$ cat config.mk
export PLATFORM = sky130hd
export DESIGN_NAME = i2c_stat_irq
export DESIGN_NICKNAME = d
export VERILOG_FILES = /design/src/rtl/i2c_stat_irq.sv
export SDC_FILE = /design/constraint.sdc
export NUM_CORES = 1
export LEC_CHECK = 0
export BUFFER_PORTS_ARGS = -buffer_cell sky130_fd_sc_hd__buf_2
export CAP_MARGIN = 0
export CORE_ASPECT_RATIO = 0.5
export CORE_MARGIN = 10
export CORE_UTILIZATION = 42
export DETAILED_ROUTE_END_ITERATION = 8
export GPL_TIMING_DRIVEN = 0
export PLACE_DENSITY = 0.9
export SYNTH_ARGS = -nofsm -noshare
export SYNTH_HDL_FRONTEND = slang
export SYNTH_SLANG_ARGS = --single-unit
$ cat constraint.sdc
create_clock -name clk -period 0.89 [get_ports clk]
set_input_delay 0.0445 -clock clk [delete_from_list [all_inputs] [get_ports clk]]
set_output_delay 0.0445 -clock clk [all_outputs]
set_load 0.03 [all_outputs]
$ cat src/rtl/i2c_stat_irq.sv
module i2c_stat_irq #(
  parameter int BYTE_W = 8
) (
  input  logic              clk,
  input  logic              rst_n,
  input  logic              ev_start_sent,
  input  logic              ev_addr_sent,
  input  logic              ev_byte_done,
  input  logic              ev_tx_empty,
  input  logic              ev_rx_full,
  input  logic              ev_ack_fail,
  input  logic              ev_arb_lost,
  input  logic              ev_bus_err,
  input  logic              bus_start_det,
  input  logic              bus_stop_det,
  input  logic [BYTE_W-1:0] rx_byte,
  input  logic              reg_rd,
  input  logic              reg_wr,
  input  logic [1:0]        reg_addr,
  input  logic [15:0]       reg_wdata,
  output logic [15:0]       reg_rdata,
  output logic [BYTE_W-1:0] tx_byte,
  output logic              irq_event,
  output logic              irq_error
);
  localparam logic [1:0] A_ST1 = 2'd0, A_ST2 = 2'd1, A_CTL = 2'd2, A_DAT = 2'd3;

  logic f_sb, f_addr, f_btf, f_txe, f_rxne, f_berr, f_arlo, f_af;
  logic busy, en_err, en_evt, en_buf, st1_seen;

  wire rd_st1 = reg_rd && reg_addr == A_ST1;
  wire rd_st2 = reg_rd && reg_addr == A_ST2;
  wire rd_dat = reg_rd && reg_addr == A_DAT;
  wire wr_st1 = reg_wr && reg_addr == A_ST1;
  wire wr_ctl = reg_wr && reg_addr == A_CTL;
  wire wr_dat = reg_wr && reg_addr == A_DAT;

  always_ff @(posedge clk) begin
    if (!rst_n) begin
      {f_sb, f_addr, f_btf, f_txe, f_rxne, f_berr, f_arlo, f_af} <= '0;
      {busy, en_err, en_evt, en_buf, st1_seen} <= '0;
      tx_byte   <= '0;
      irq_event <= 1'b0;
      irq_error <= 1'b0;
    end else begin
      if (reg_rd || reg_wr) st1_seen <= rd_st1;
      f_sb   <= ev_start_sent | (f_sb   & ~(st1_seen & wr_dat));
      f_addr <= ev_addr_sent  | (f_addr & ~(st1_seen & rd_st2));
      f_btf  <= ev_byte_done  | (f_btf  & ~(wr_dat | rd_dat));
      f_txe  <= ev_tx_empty   | (f_txe  & ~wr_dat);
      f_rxne <= ev_rx_full    | (f_rxne & ~rd_dat);
      f_berr <= ev_bus_err    | (f_berr & ~(wr_st1 & ~reg_wdata[8]));
      f_arlo <= ev_arb_lost   | (f_arlo & ~(wr_st1 & ~reg_wdata[9]));
      f_af   <= ev_ack_fail   | (f_af   & ~(wr_st1 & ~reg_wdata[10]));
      busy   <= bus_start_det | (busy & ~bus_stop_det);
      if (wr_ctl) {en_buf, en_evt, en_err} <= reg_wdata[10:8];
      if (wr_dat) tx_byte <= reg_wdata[BYTE_W-1:0];
      irq_event <= en_evt & (f_sb | f_addr | f_btf | (en_buf & (f_txe | f_rxne)));
      irq_error <= en_err & (f_berr | f_arlo | f_af);
    end
  end

  always_comb begin
    reg_rdata = '0;
    case (reg_addr)
      A_ST1: reg_rdata = {5'd0, f_af, f_arlo, f_berr, f_txe, f_rxne, 3'd0, f_btf, f_addr, f_sb};
      A_ST2: reg_rdata = {14'd0, busy, 1'b0};
      A_CTL: reg_rdata = {5'd0, en_buf, en_evt, en_err, 8'd0};
      default: reg_rdata[BYTE_W-1:0] = rx_byte;
    endcase
  end

  assert_err_irq_R5: assert property (@(posedge clk) disable iff (!rst_n)
    (ev_bus_err && en_err) ##1 en_err |=> irq_error);
  assert_err_quiet_R5: assert property (@(posedge clk) disable iff (!rst_n)
    !en_err |=> !irq_error);
  assert_buf_gate_R4: assert property (@(posedge clk) disable iff (!rst_n)
    (!en_buf && !f_sb && !f_addr && !f_btf) |=> !irq_event);
  assert_evt_irq_R3: assert property (@(posedge clk) disable iff (!rst_n)
    (ev_addr_sent && en_evt) ##1 en_evt |=> irq_event);
  assert_one_keeps_R6: assert property (@(posedge clk) disable iff (!rst_n)
    (f_af && wr_st1 && reg_wdata[10]) |=> f_af);
  assert_set_wins_R11: assert property (@(posedge clk) disable iff (!rst_n)
    ev_bus_err |=> reg_rdata[8] || reg_addr != A_ST1 || f_berr);
  assert_busy_R10: assert property (@(posedge clk) disable iff (!rst_n)
    (bus_start_det && !bus_stop_det) |=> busy);
  assert_addr_clr_R7: assert property (@(posedge clk) disable iff (!rst_n)
    rd_st1 ##1 (rd_st2 && !ev_addr_sent) |=> !f_addr);
endmodule

---- Word level (Yosys, flattened, before mapping) ----
Index checks and enable logic that the tools add are counted.
word-level totals
  bits in registers ....................... 23
  output and inout port bits .............. 26
cells by class
  equal/unequal tests ..................... 3
  multiplexer cells ....................... 2
  bitwise logic cells ..................... 45
  reduce and logical (&&, ||, !) cells .... 8
operator list
  cell                                                 number
  case mux 8 bit (3 select lines)                      1
  AND 1 bit                                            17
  bitwise OR 1 bit                                     16
  inverter 1 bit                                       12
  logical AND 1 bit                                    6
  case mux 3 bit (2 select lines)                      1
  equality test 2 bit, second input constant           2
  equality test 2 x 1 -> 1 bit, second input constant  1
  logical NOT 2 bit                                    1
  logical OR 1 bit                                     1

---- Depth between registers and ports, before layout ----
Gate-level depths: netlist of run 1.
  depth in word-level cells ............... 6
  gate-level depth with buffers ........... 4
  depth with buffers taken out ............ 2

---- Worst setup path before layout of run 1 ----
No wires, ideal clock.
  path type ............................... register to output
  from .................................... register busy
  to ...................................... output port reg_rdata[1]
  data arrival time ....................... 0.811 ns
  slack ................................... 0.034 ns
  stages on the path, launching flop included .. 3
  path buffers ............................ 0
  cells stage by stage .................... dfxtp_1 mux2_2 a22o_1
between the ends
  longest elaborated chain between the ends .. 1
ends and longest elaborated chain
  what                             RTL line  source
  from (decl)                      29        logic busy, en_err, en_evt, en_buf, st1_seen;
  from (signal assigned)           55        busy <= bus_start_det | (busy & ~bus_stop_det);
  case mux 8 bit (3 select lines)  65        case (reg_addr)
  to (decl)                        21        output logic [15:0] reg_rdata,
No other way between the ends.

---- Final worst setup path of run 1 ----
Ends and elaborated chain as after synthesis.

==> results of run 1 <==
==> flip-flops by register name (all words and copies together) (netlist names) <==
signal and flops:
en_buf 1, tx_byte 8, en_err 1, f_addr 1
f_berr 1, irq_error 1, f_arlo 1, f_sb 1
f_btf 1, busy 1, f_rxne 1, st1_seen 1
f_af 1, f_txe 1, irq_event 1, en_evt 1
==> per-stage QoR <==
step	utilization (%)	setup TNS, ns	worst slack [ns]	hold slack [ns]	total power [mW]
2_1_floorplan	-	0	0.0340	0.145	1.44
3_3_place_gp	56.5	-0.0546	-0.0546	0.246	1.60
3_5_place_dp	56.5	-0.0572	-0.0558	0.249	1.61
4_1_cts	63.5	-0.953	-0.332	0.00587	2.35
5_1_grt	64.4	-1.27	-0.356	0.0186	2.46
6_report	64.4	-0.949	-0.328	0.00564	2.36
==> cell type report <==
cell class              instances  area (µm²)  share of cell area, %
multi-input cells              92         562                   34.2
flip-flops and latches         23         474                   28.8
clock buffers                   3        41.3                   2.51
inverters                       2        7.51                  0.457
well taps                      37        46.3                   2.82
repair buffers                 65         409                   24.9
plain buffers                  12        96.3                   5.86
clock inverters                 1        7.51                  0.457
==> worst reg2reg max path, delay by kind of cell, from the launching register on <==
kind / cells / cell delay [ns]
compound gates: 1 / 0.23
flops: 1 / 0.33
simple gates: 1 / 0.19
==> cell families (layout without fill, tap and decap cells) <==
group                  Yosys count  in the layout  share of synthesized area (%)
and+or+nand+nor                 49             49                           22.1
other                            1              5                          0.338
DFF                             23             23                           41.4
AOI/OAI and AO/OA               23             23                           13.2
buffers and inverters           14             83                           9.35
muxes                           15             15                           13.6
==> layout by cell type, fill, tap and decap left out, types with 3 or more instances in the layout <==
cell / count
nor2_1: 8
buf_6: 6
nand2_1: 28
buf_2: 46
and3_1: 3
a21oi_1: 4
buf_4: 21
o21ai_0: 8
dfxtp_2: 11
clkbuf_8: 3
dlygate4sd3_1: 3
dfxtp_1: 12
a22o_1: 5
mux2i_1: 14
conb_1: 5
==> power by group through the flow <==
stage / clock [mW] / sequential, mW / combinational [mW]
after floorplan: 0 / 1.16 / 0.283
after global placement: 0 / 1.14 / 0.458
after detailed placement: 0 / 1.14 / 0.471
after CTS: 0.685 / 1.12 / 0.551
after global routing: 0.721 / 1.12 / 0.613
final: 0.677 / 1.12 / 0.565
==> what timing repair did <==
action                                 4_1_cts  5_1_grt
endpoints found under the hold margin        3        0
pin swaps                                    2        0
hold buffers                                 3        0
setup endpoints to repair                    8       12
gates resized for setup                     21       11
setup buffers                                7        1
==> how the worst max path moves through the flow <==
stage                     depth (start not counted)            start      endpoint
after detailed placement                          3  busy$_SDFF_PN0_  reg_rdata[1]
after floorplan                                   2  busy$_SDFF_PN0_  reg_rdata[1]
after global routing                              3  busy$_SDFF_PN0_  reg_rdata[1]
after CTS                                         3  busy$_SDFF_PN0_  reg_rdata[1]
final                                             3  busy$_SDFF_PN0_  reg_rdata[1]
after global placement                            3  busy$_SDFF_PN0_  reg_rdata[1]
==> per-layer routing <==
layer / vias up / track usage (%)
met5: - / 0
met3: 6 / 3.84
li1: 567 / -
met4: 0 / 4.59
met1: 543 / 13.1
met2: 34 / 24.5
==> results.sh, run 1 <==
export IMPL_fp_dieW_um=92.7
export IMPL_dieArea_um2=5230
export IMPL_ios=66
export IMPL_grt_pass1_vias=1184
export IMPL_p_per_area_nw_per_um2=1440
export IMPL_routed_wl_met2_um=1920
export IMPL_remaining_drc_errors=0
export IMPL_synth_top_area_share_pct=41.4
export IMPL_slowest_delay_ns=0.33
export IMPL_yosysSeqAreaShare_pct=41.4
export IMPL_wl_met1_um=1340
export IMPL_critPathLaunchType="flop"
export IMPL_cp_required_ns=0.85
export IMPL_fin_crit_ns=1.22
export IMPL_syn_to_final_growth_pct=48.0
export IMPL_min_from="reg_wdata[9]"
export IMPL_final_cells=235
export IMPL_arrival_ns=1.17
export IMPL_wl_per_cell_um=15.1
export IMPL_antenna_found_initial=0
export IMPL_cts_max_level=1
export IMPL_yosysTopAreaCell="dfxtp_1"
export IMPL_routed_top_layer="met4"
export IMPL_ys_top_cells_by_area="dfxtp_1, mux2i_1, nand2_1, buf_4, a22o_1"
export IMPL_cts_buffers=3
export IMPL_r2r_start="st1_seen$_SDFFE_PN0P_"
export IMPL_drt_total_wl_um=3540
export IMPL_antenna_left=0
export IMPL_dpl_hpwl_um=2600
export IMPL_port_buffers=54
export IMPL_drtPass1Iterations=4
export IMPL_syn_cell_area_um2=1110
export IMPL_ys_warn_count=0
export IMPL_grt_pass1_wl_um=5550
export IMPL_cp_top_family="flip-flops"
export IMPL_combPwrFrac_pct=24.0
export IMPL_cts_sinks=23
export IMPL_switching_share_pct=29.3
export IMPL_nNetsFinal=239
export IMPL_final_hold_viol_count=0
export IMPL_rows=13
export IMPL_drv_slew=0
export IMPL_vias_per_cell=4.89
export IMPL_seqPwrFrac_pct=47.3
export IMPL_switching_power_uw=692
export IMPL_fillers=208
export IMPL_async_flop_share_pct=0
export IMPL_netlist_cell_type_count=27
export IMPL_setup_worst_path_class="reg2out"
export IMPL_syn_area_per_cell_um2=8.89
export IMPL_status="complete, but fails checks"
export IMPL_fp_coreArea_um2=2550
export IMPL_fp_dieH_um=56.4
export IMPL_whs_path_depth=3
export IMPL_insertion_delay_ns=0.27
export IMPL_cts_root_to_sink_buffers=2
export IMPL_final_area_um2=1640
export IMPL_yosys_register_bits=23
export IMPL_violations="setup timing"
export IMPL_clk_pin_slew_worst_paths_ns=0.09
export IMPL_dp_cells=220
export IMPL_grt_use_total_pct=12.9
export IMPL_worst_path_buf_inv=1
export IMPL_placed_area_um2=1440
export IMPL_initial_core_util_pct=43.5
export IMPL_hold_end="en_evt$_SDFFE_PN0P_"
export IMPL_synth_common_cells="nand2_1, dfxtp_1, mux2i_1, nor2_1, o21ai_0"
export IMPL_cts_tree="done"
export IMPL_clockPowerShare_pct=28.7
export IMPL_first_iter_violations=55
export IMPL_max_cap_violations=0
export IMPL_grt_ovfl_total=0
export IMPL_setup_ws_ns=-0.328
export IMPL_fmax_mhz=821
export IMPL_drive_gt1_share_pct=47.0
export IMPL_p_leak_nw=0.844
export IMPL_syn_inst=125
export IMPL_clock_skew_ns=0.0113
export IMPL_cp_cell_sequence="mux2_2 > a22o_1 > buf_6"
export IMPL_setup_viol=8
export IMPL_antenna_cells=0
export IMPL_reg2regPathDepth=2
export IMPL_num_vias=1150
export IMPL_crit_path_end_kind="primary output"
export IMPL_timing_rr_end="f_addr$_SDFF_PN0_"
export IMPL_synth_edf_count=0
export IMPL_gp_congestion=0.773
export IMPL_hold_class="in2reg"
export IMPL_fin_crit_sh_pct=137
export IMPL_peakVddDrop_mv=0.800
export IMPL_met3_length_um=218
export IMPL_synth_main_ff_cell="dfxtp_1"
export IMPL_yosysMostFrequentCell="nand2_1"
export IMPL_timing_critical_path_slowest_stage_cell="dfxtp_2"
export IMPL_rsz0062_at_grt="yes"
export IMPL_crit_fanout=2
export IMPL_cts_root_buf="clkbuf_8"
export IMPL_p_int_mw=1.67
export IMPL_reg2reg_slack_ns=0.05
export IMPL_grt_max_degree=15
Power figures use the tool's default switching activity.
==> run 2, diff against run 1 <==
--- a/config.mk
+++ b/config.mk
@@ -13,6 +13,7 @@
 export DETAILED_ROUTE_END_ITERATION = 8
 export GPL_TIMING_DRIVEN = 0
 export PLACE_DENSITY = 0.9
+export SETUP_SLACK_MARGIN = 0.1
 export SYNTH_ARGS = -nofsm -noshare
 export SYNTH_HDL_FRONTEND = slang
 export SYNTH_SLANG_ARGS = --single-unit
==> run 2 against run 1 <==
The run still ends with setup timing left. Clock power down 4.3%. Critical path depth unchanged. Sequential share of layout area down 2.4 points. Total power up 3.7%. Setup slack worse by 0.049 ns. Worst hold slack better by 0.010 ns. Maximum frequency down 3.8%. Non-clock buffer count up 3. Critical endpoint unchanged.
==> results.sh, run 2 (synthesis gave the netlist of run 1 again) <==
export IMPL_remaining_drc_errors=0
export IMPL_fin_crit_ns=1.27
export IMPL_min_from="reg_wdata[1]"
export IMPL_cp_required_ns=0.85
export IMPL_wl_per_cell_um=18.0
export IMPL_ios=66
export IMPL_vias_per_cell=5.16
export IMPL_seqCellArea_um2=487
export IMPL_p_int_mw=1.72
export IMPL_first_iter_violations=62
export IMPL_fillers=168
export IMPL_routed_top_layer="met4"
export IMPL_p_per_area_nw_per_um2=1330
export IMPL_cts_buffers=3
export IMPL_tns_ns=-1.14
export IMPL_grt_max_degree=14
export IMPL_syn_to_final_growth_pct=65.7
export IMPL_clock_skew_ns=0.00211
export IMPL_drive_gt1_share_pct=58.7
export IMPL_cts_root_buf="clkbuf_8"
export IMPL_fmax_mhz=789
export IMPL_grt_pass1_wl_um=6190
export IMPL_hold_class="in2reg"
export IMPL_final_common_cell="buf_2"
export IMPL_setup_worst_path_class="reg2out"
export IMPL_top_register="tx_byte"
export IMPL_routed_wl_met2_um=2250
export IMPL_cts_root_to_sink_buffers=2
export IMPL_nNetsFinal=242
export IMPL_dpl_hpwl_um=2490
export IMPL_crit_path_end_kind="primary output"
export IMPL_final_cells=238
export IMPL_status="complete, but fails checks"
export IMPL_grt_pass1_vias=1245
export IMPL_crit_fanout=2
export IMPL_totalPowerFinal_mw=2.45
export IMPL_violations="setup timing"
export IMPL_p_leak_nw=0.893
export IMPL_dieArea_um2=5230
export IMPL_switching_power_uw=721
export IMPL_fp_dieW_um=92.7
export IMPL_seqPwrFrac_pct=46.3
export IMPL_cts_tree="done"
export IMPL_setup_ws_ns=-0.377
export IMPL_antenna_left=0
export IMPL_rsz0062_at_grt="yes"
export IMPL_cts_max_level=1
export IMPL_hold_ws_ns=0.0159
export IMPL_drv_slew=0
export IMPL_setup_viol=8
export IMPL_multi_input_area_um2=627
export IMPL_wl_met1_um=1620
export IMPL_largest_register_ffs=8
export IMPL_insertion_delay_ns=0.27
export IMPL_initial_core_util_pct=43.5
export IMPL_layout_common_cells="buf_2, nand2_1, buf_6, dfxtp_2, buf_4"
export IMPL_met3_length_um=299
export IMPL_peakVddDrop_mv=0.634
export IMPL_max_cap_violations=0
export IMPL_r2r_start="f_af$_SDFF_PN0_"
export IMPL_switching_share_pct=29.5
export IMPL_antenna_found_initial=0
export IMPL_startpoint="busy$_SDFF_PN0_"
export IMPL_dp_cells=220
export IMPL_final_hold_viol_count=0
export IMPL_combPwrFrac_pct=27.2
export IMPL_grt_use_total_pct=14.6
export IMPL_fin_crit_sh_pct=142
export IMPL_cts_sinks=23
export IMPL_arrival_ns=1.22
export IMPL_fp_dieH_um=56.4
export IMPL_port_buffers=54
export IMPL_fp_coreArea_um2=2550
export IMPL_antenna_cells=0
export IMPL_clockPowerShare_pct=26.5
export IMPL_gp_congestion=0.792
export IMPL_critPathLaunchType="flop"
export IMPL_grt_ovfl_total=0
export IMPL_num_vias=1227
export IMPL_drt_total_wl_um=4280
export IMPL_rows=13
export IMPL_pre_cts_ws_ns=-0.0888
export IMPL_clk_pin_slew_worst_paths_ns=0.08
export IMPL_drtPass1Iterations=4
==> run 2: changes by cell type in the layout (fill, tap and decap cells not counted), moves of 3 or more <==
| cell | delta |
|---|---|
| buf_4 | -8 |
| dfxtp_1 | -10 |
| o21ai_1 | +5 |
| buf_6 | +17 |
| mux2i_1 | -3 |
| nor2_1 | -3 |
| dfxtp_2 | +10 |
| o21ai_0 | -7 |
| buf_2 | -10 |
| nor2_2 | +3 |
| mux2i_2 | +3 |
==> run 2: layout make-up <==
| cell class | instances | share of cell area [%] |
|---|---|---|
| Sequential cell | 23 | 26.4 |
| Multi-Input combinational cell | 92 | 34.1 |
| Buffer | 12 | 5.78 |
| Inverter | 2 | 0.408 |
| Tap cell | 37 | 2.52 |
| Clock inverter | 1 | 0.272 |
| Timing Repair Buffer | 68 | 28.3 |
| Clock buffer | 3 | 2.24 |
==> run 2: worst paths after layout <==
path	slack [ns]	endpoint	cells past startpoint
setup / recovery	-0.38	reg_rdata[1]	3
hold / removal	0.02	tx_byte[1]$_SDFFE_PN0P_	3
setup reg to reg	0.09	irq_error$_SDFF_PN0_	3
hold reg to reg	0.47	tx_byte[6]$_SDFFE_PN0P_	2
==> run 2: timing repair <==
item | in CTS | in global routing
endpoints found under the hold margin | 4 | 0
cloned | 0 | 0
setup buffers | 8 | 2
gates resized for setup | 54 | 32
hold buffers | 4 | 0
pin swaps | 3 | 7
setup endpoints to repair | 21 | 31
==> run 2: per-layer routing <==
metal | up-vias | GRT usage, %
met3 | 12 | 3.97
met5 | - | 0
met4 | 0 | 7.21
met2 | 59 | 27.2
li1 | 568 | -
met1 | 588 | 14.9
==> run 2: power by group through the flow <==
stage | sequential (mW) | clock (mW) | combinational (mW)
after global routing | 1.14 | 0.685 | 0.708
after global placement | 1.14 | 0 | 0.468
after CTS | 1.12 | 0.662 | 0.591
after detailed placement | 1.14 | 0 | 0.477
after floorplan | 1.16 | 0 | 0.293
final | 1.13 | 0.648 | 0.665
==> run 2: per-stage QoR <==
step | util, % | cell area, µm²
detailed placement | 57.1 | 1460
CTS | 68.1 | 1740
floorplan | - | 1140
global placement | 57.1 | 1460
global route | 72.1 | 1840
finish | 72.1 | 1840
==> run 2: worst max-delay path, cell delays in order (launching register included) <==
cell	delay, ns
dfxtp_2	0.32
mux2_2	0.28
a22o_4	0.22
buf_6	0.13
==> run 3, diff against run 2 <==
==> constraint.sdc (replaced) <==
create_clock -name clk -period 1.2 [get_ports clk]
set_input_delay 0.06 -clock clk [delete_from_list [all_inputs] [get_ports clk]]
set_output_delay 0.06 -clock clk [all_outputs]
set_load 0.03 [all_outputs]
==> run 3 against run 2 <==
Sequential share of layout area rose by 4.0 points. Design area down 17%. Count of clock-buffer cells in the layout unchanged. Total power shrank 31%. Setup slack gained 0.34 ns. The flow still finishes with violations (setup timing). Sequential power fell by 27%. Combinational power decreased by 45%. Wire length is 21% lower. Clock power is 22% lower. Register-to-register slack gained 0.37 ns.
==> results.sh, run 3 (synthesis gave the netlist of run 1 again) <==
export IMPL_initial_core_util_pct=43.5
export IMPL_cts_tree="done"
export IMPL_cts_root_buf="clkbuf_8"
export IMPL_dpl_hpwl_um=2600
export IMPL_rows=13
export IMPL_insertion_delay_ns=0.27
export IMPL_wl_per_cell_um=15.0
export IMPL_final_common_cell="buf_2"
export IMPL_max_cap_violations=0
export IMPL_antenna_left=0
export IMPL_fmax_mhz=807
export IMPL_met1_usage_pct=13.0
export IMPL_grt_pass1_vias=1121
export IMPL_crit_path_end_kind="primary output"
export IMPL_fin_crit_ns=1.24
export IMPL_remaining_drc_errors=0
export IMPL_cp_cell_sequence="mux2_2 > a22o_1 > buf_6"
export IMPL_cp_top_family="flip-flops"
export IMPL_critPathLaunchType="flop"
export IMPL_cts_buffers=3
export IMPL_worst_path_buf_inv=1
export IMPL_dieArea_um2=5230
export IMPL_timing_critical_path_slowest_stage_cell="dfxtp_2"
export IMPL_setup_ws_ns=-0.0391
export IMPL_drt_total_wl_um=3400
export IMPL_arrival_ns=1.18
export IMPL_num_vias=1098
export IMPL_fp_dieH_um=56.4
export IMPL_cts_sinks=23
export IMPL_final_hold_viol_count=0
export IMPL_drive_gt1_share_pct=41.8
export IMPL_ios=66
export IMPL_fp_coreArea_um2=2550
export IMPL_first_iter_violations=62
export IMPL_totalPowerFinal_mw=1.70
export IMPL_nNetsFinal=230
export IMPL_pre_cts_ws_ns=0.239
export IMPL_rsz0062_at_grt="yes"
export IMPL_fp_dieW_um=92.7
export IMPL_grt_use_total_pct=12.3
export IMPL_fin_crit_sh_pct=103
export IMPL_grt_max_degree=15
export IMPL_grt_ovfl_total=0
export IMPL_busiest_layer="met2"
export IMPL_gp_congestion=0.773
export IMPL_hold_class="in2reg"
export IMPL_port_buffers=54
export IMPL_p_per_area_nw_per_um2=1110
export IMPL_drtPass1Iterations=5
export IMPL_antenna_cells=0
export IMPL_setup_viol=1
export IMPL_cp_required_ns=1.14
export IMPL_p_leak_nw=0.793
export IMPL_layout_common_cells="buf_2, nand2_1, dfxtp_1, mux2i_1"
export IMPL_slowest_delay_ns=0.33
export IMPL_grt_use_met3_pct=3.97
export IMPL_violations="setup timing"
export IMPL_top_register="tx_byte"
export IMPL_vias_per_cell=4.86
export IMPL_grt_pass1_wl_um=5280
export IMPL_clock_skew_ns=0.00826
export IMPL_cts_max_level=1
export IMPL_crit_fanout=2
export IMPL_setup_worst_path_class="reg2out"
export IMPL_syn_to_final_growth_pct=37.8
export IMPL_hold_ws_ns=0.00527
export IMPL_clk_pin_slew_worst_paths_ns=0.08
export IMPL_cts_setup_buffers=0
export IMPL_largest_register_ffs=8
export IMPL_drv_slew=0
export IMPL_cts_root_to_sink_buffers=2
export IMPL_peakVddDrop_mv=0.573
export IMPL_status="complete, but fails checks"
export IMPL_fillers=227
export IMPL_antenna_found_initial=0
export IMPL_grt_use_met2_pct=22.4
==> run 3: cell types whose count changed in the layout (fill, tap and decap cells not counted), moves of 7 or more <==
cell / before / now
buf_6: 23 / 2
buf_2: 36 / 54
dfxtp_1: 2 / 18
o21ai_0: 1 / 8
dfxtp_2: 21 / 5
==> run 3: per-stage QoR <==
step	cell area (µm²)	setup TNS, ns	util (%)	std cells
floorplan	1130	0	-	129
global placement	1440	0	56.5	220
detailed placement	1440	0	56.5	220
CTS	1520	-0.0376	59.5	226
global route	1530	-0.0664	60.0	226
finish	1530	-0.0391	60.0	226
==> run 3: worst paths after layout <==
kind,startpoint,end,slack [ns],cells after the start
setup / recovery,busy$_SDFF_PN0_,reg_rdata[1],-0.04,3
hold / removal,ev_addr_sent,f_addr$_SDFF_PN0_,0.005,3
setup reg to reg,st1_seen$_SDFFE_PN0P_,st1_seen$_SDFFE_PN0P_,0.46,2
hold reg to reg,tx_byte[3]$_SDFFE_PN0P_,tx_byte[3]$_SDFFE_PN0P_,0.46,2
==> run 3: timing repair <==
item                                   in CTS  in global routing
setup endpoints to repair                   2                  4
hold buffers                                2                  0
endpoints found under the hold margin       2                  0
resized for setup                           3                  8
==> run 3: where the power goes <==
| part | switching [mW] | leakage (nW) | internal [mW] |
|---|---|---|---|
| Combinational | 0.210 | 0.581 | 0.155 |
| Clock | 0.268 | 0.0217 | 0.236 |
| Sequential | 0.0256 | 0.190 | 0.805 |
==> run 3: cell type report <==
type,count,area [µm²],share of cell area [%]
Multi-Input combinational cell,92,562,36.7
Sequential cell,23,467,30.5
Timing Repair Buffer,56,304,19.9
Buffer,12,96.3,6.29
Tap cell,37,46.3,3.02
Clock buffer,3,41.3,2.70
Clock inverter,1,7.51,0.490
Inverter,2,7.51,0.490
==> run 3: per-layer routing <==
metal	routed length, µm	part of all wire (%)
met1	1330	39
met2	1800	53
met3	213	6.3
met4	49	1.4
met5	0	0
==> run 3: worst min-delay path, delay by kind of cell <==
| family | cells | cell delay [ns] |
|---|---|---|
| compound gates | 1 | 0.06 |
| buf+inv | 1 | 0.08 |
| simple gates | 1 | 0.04 |
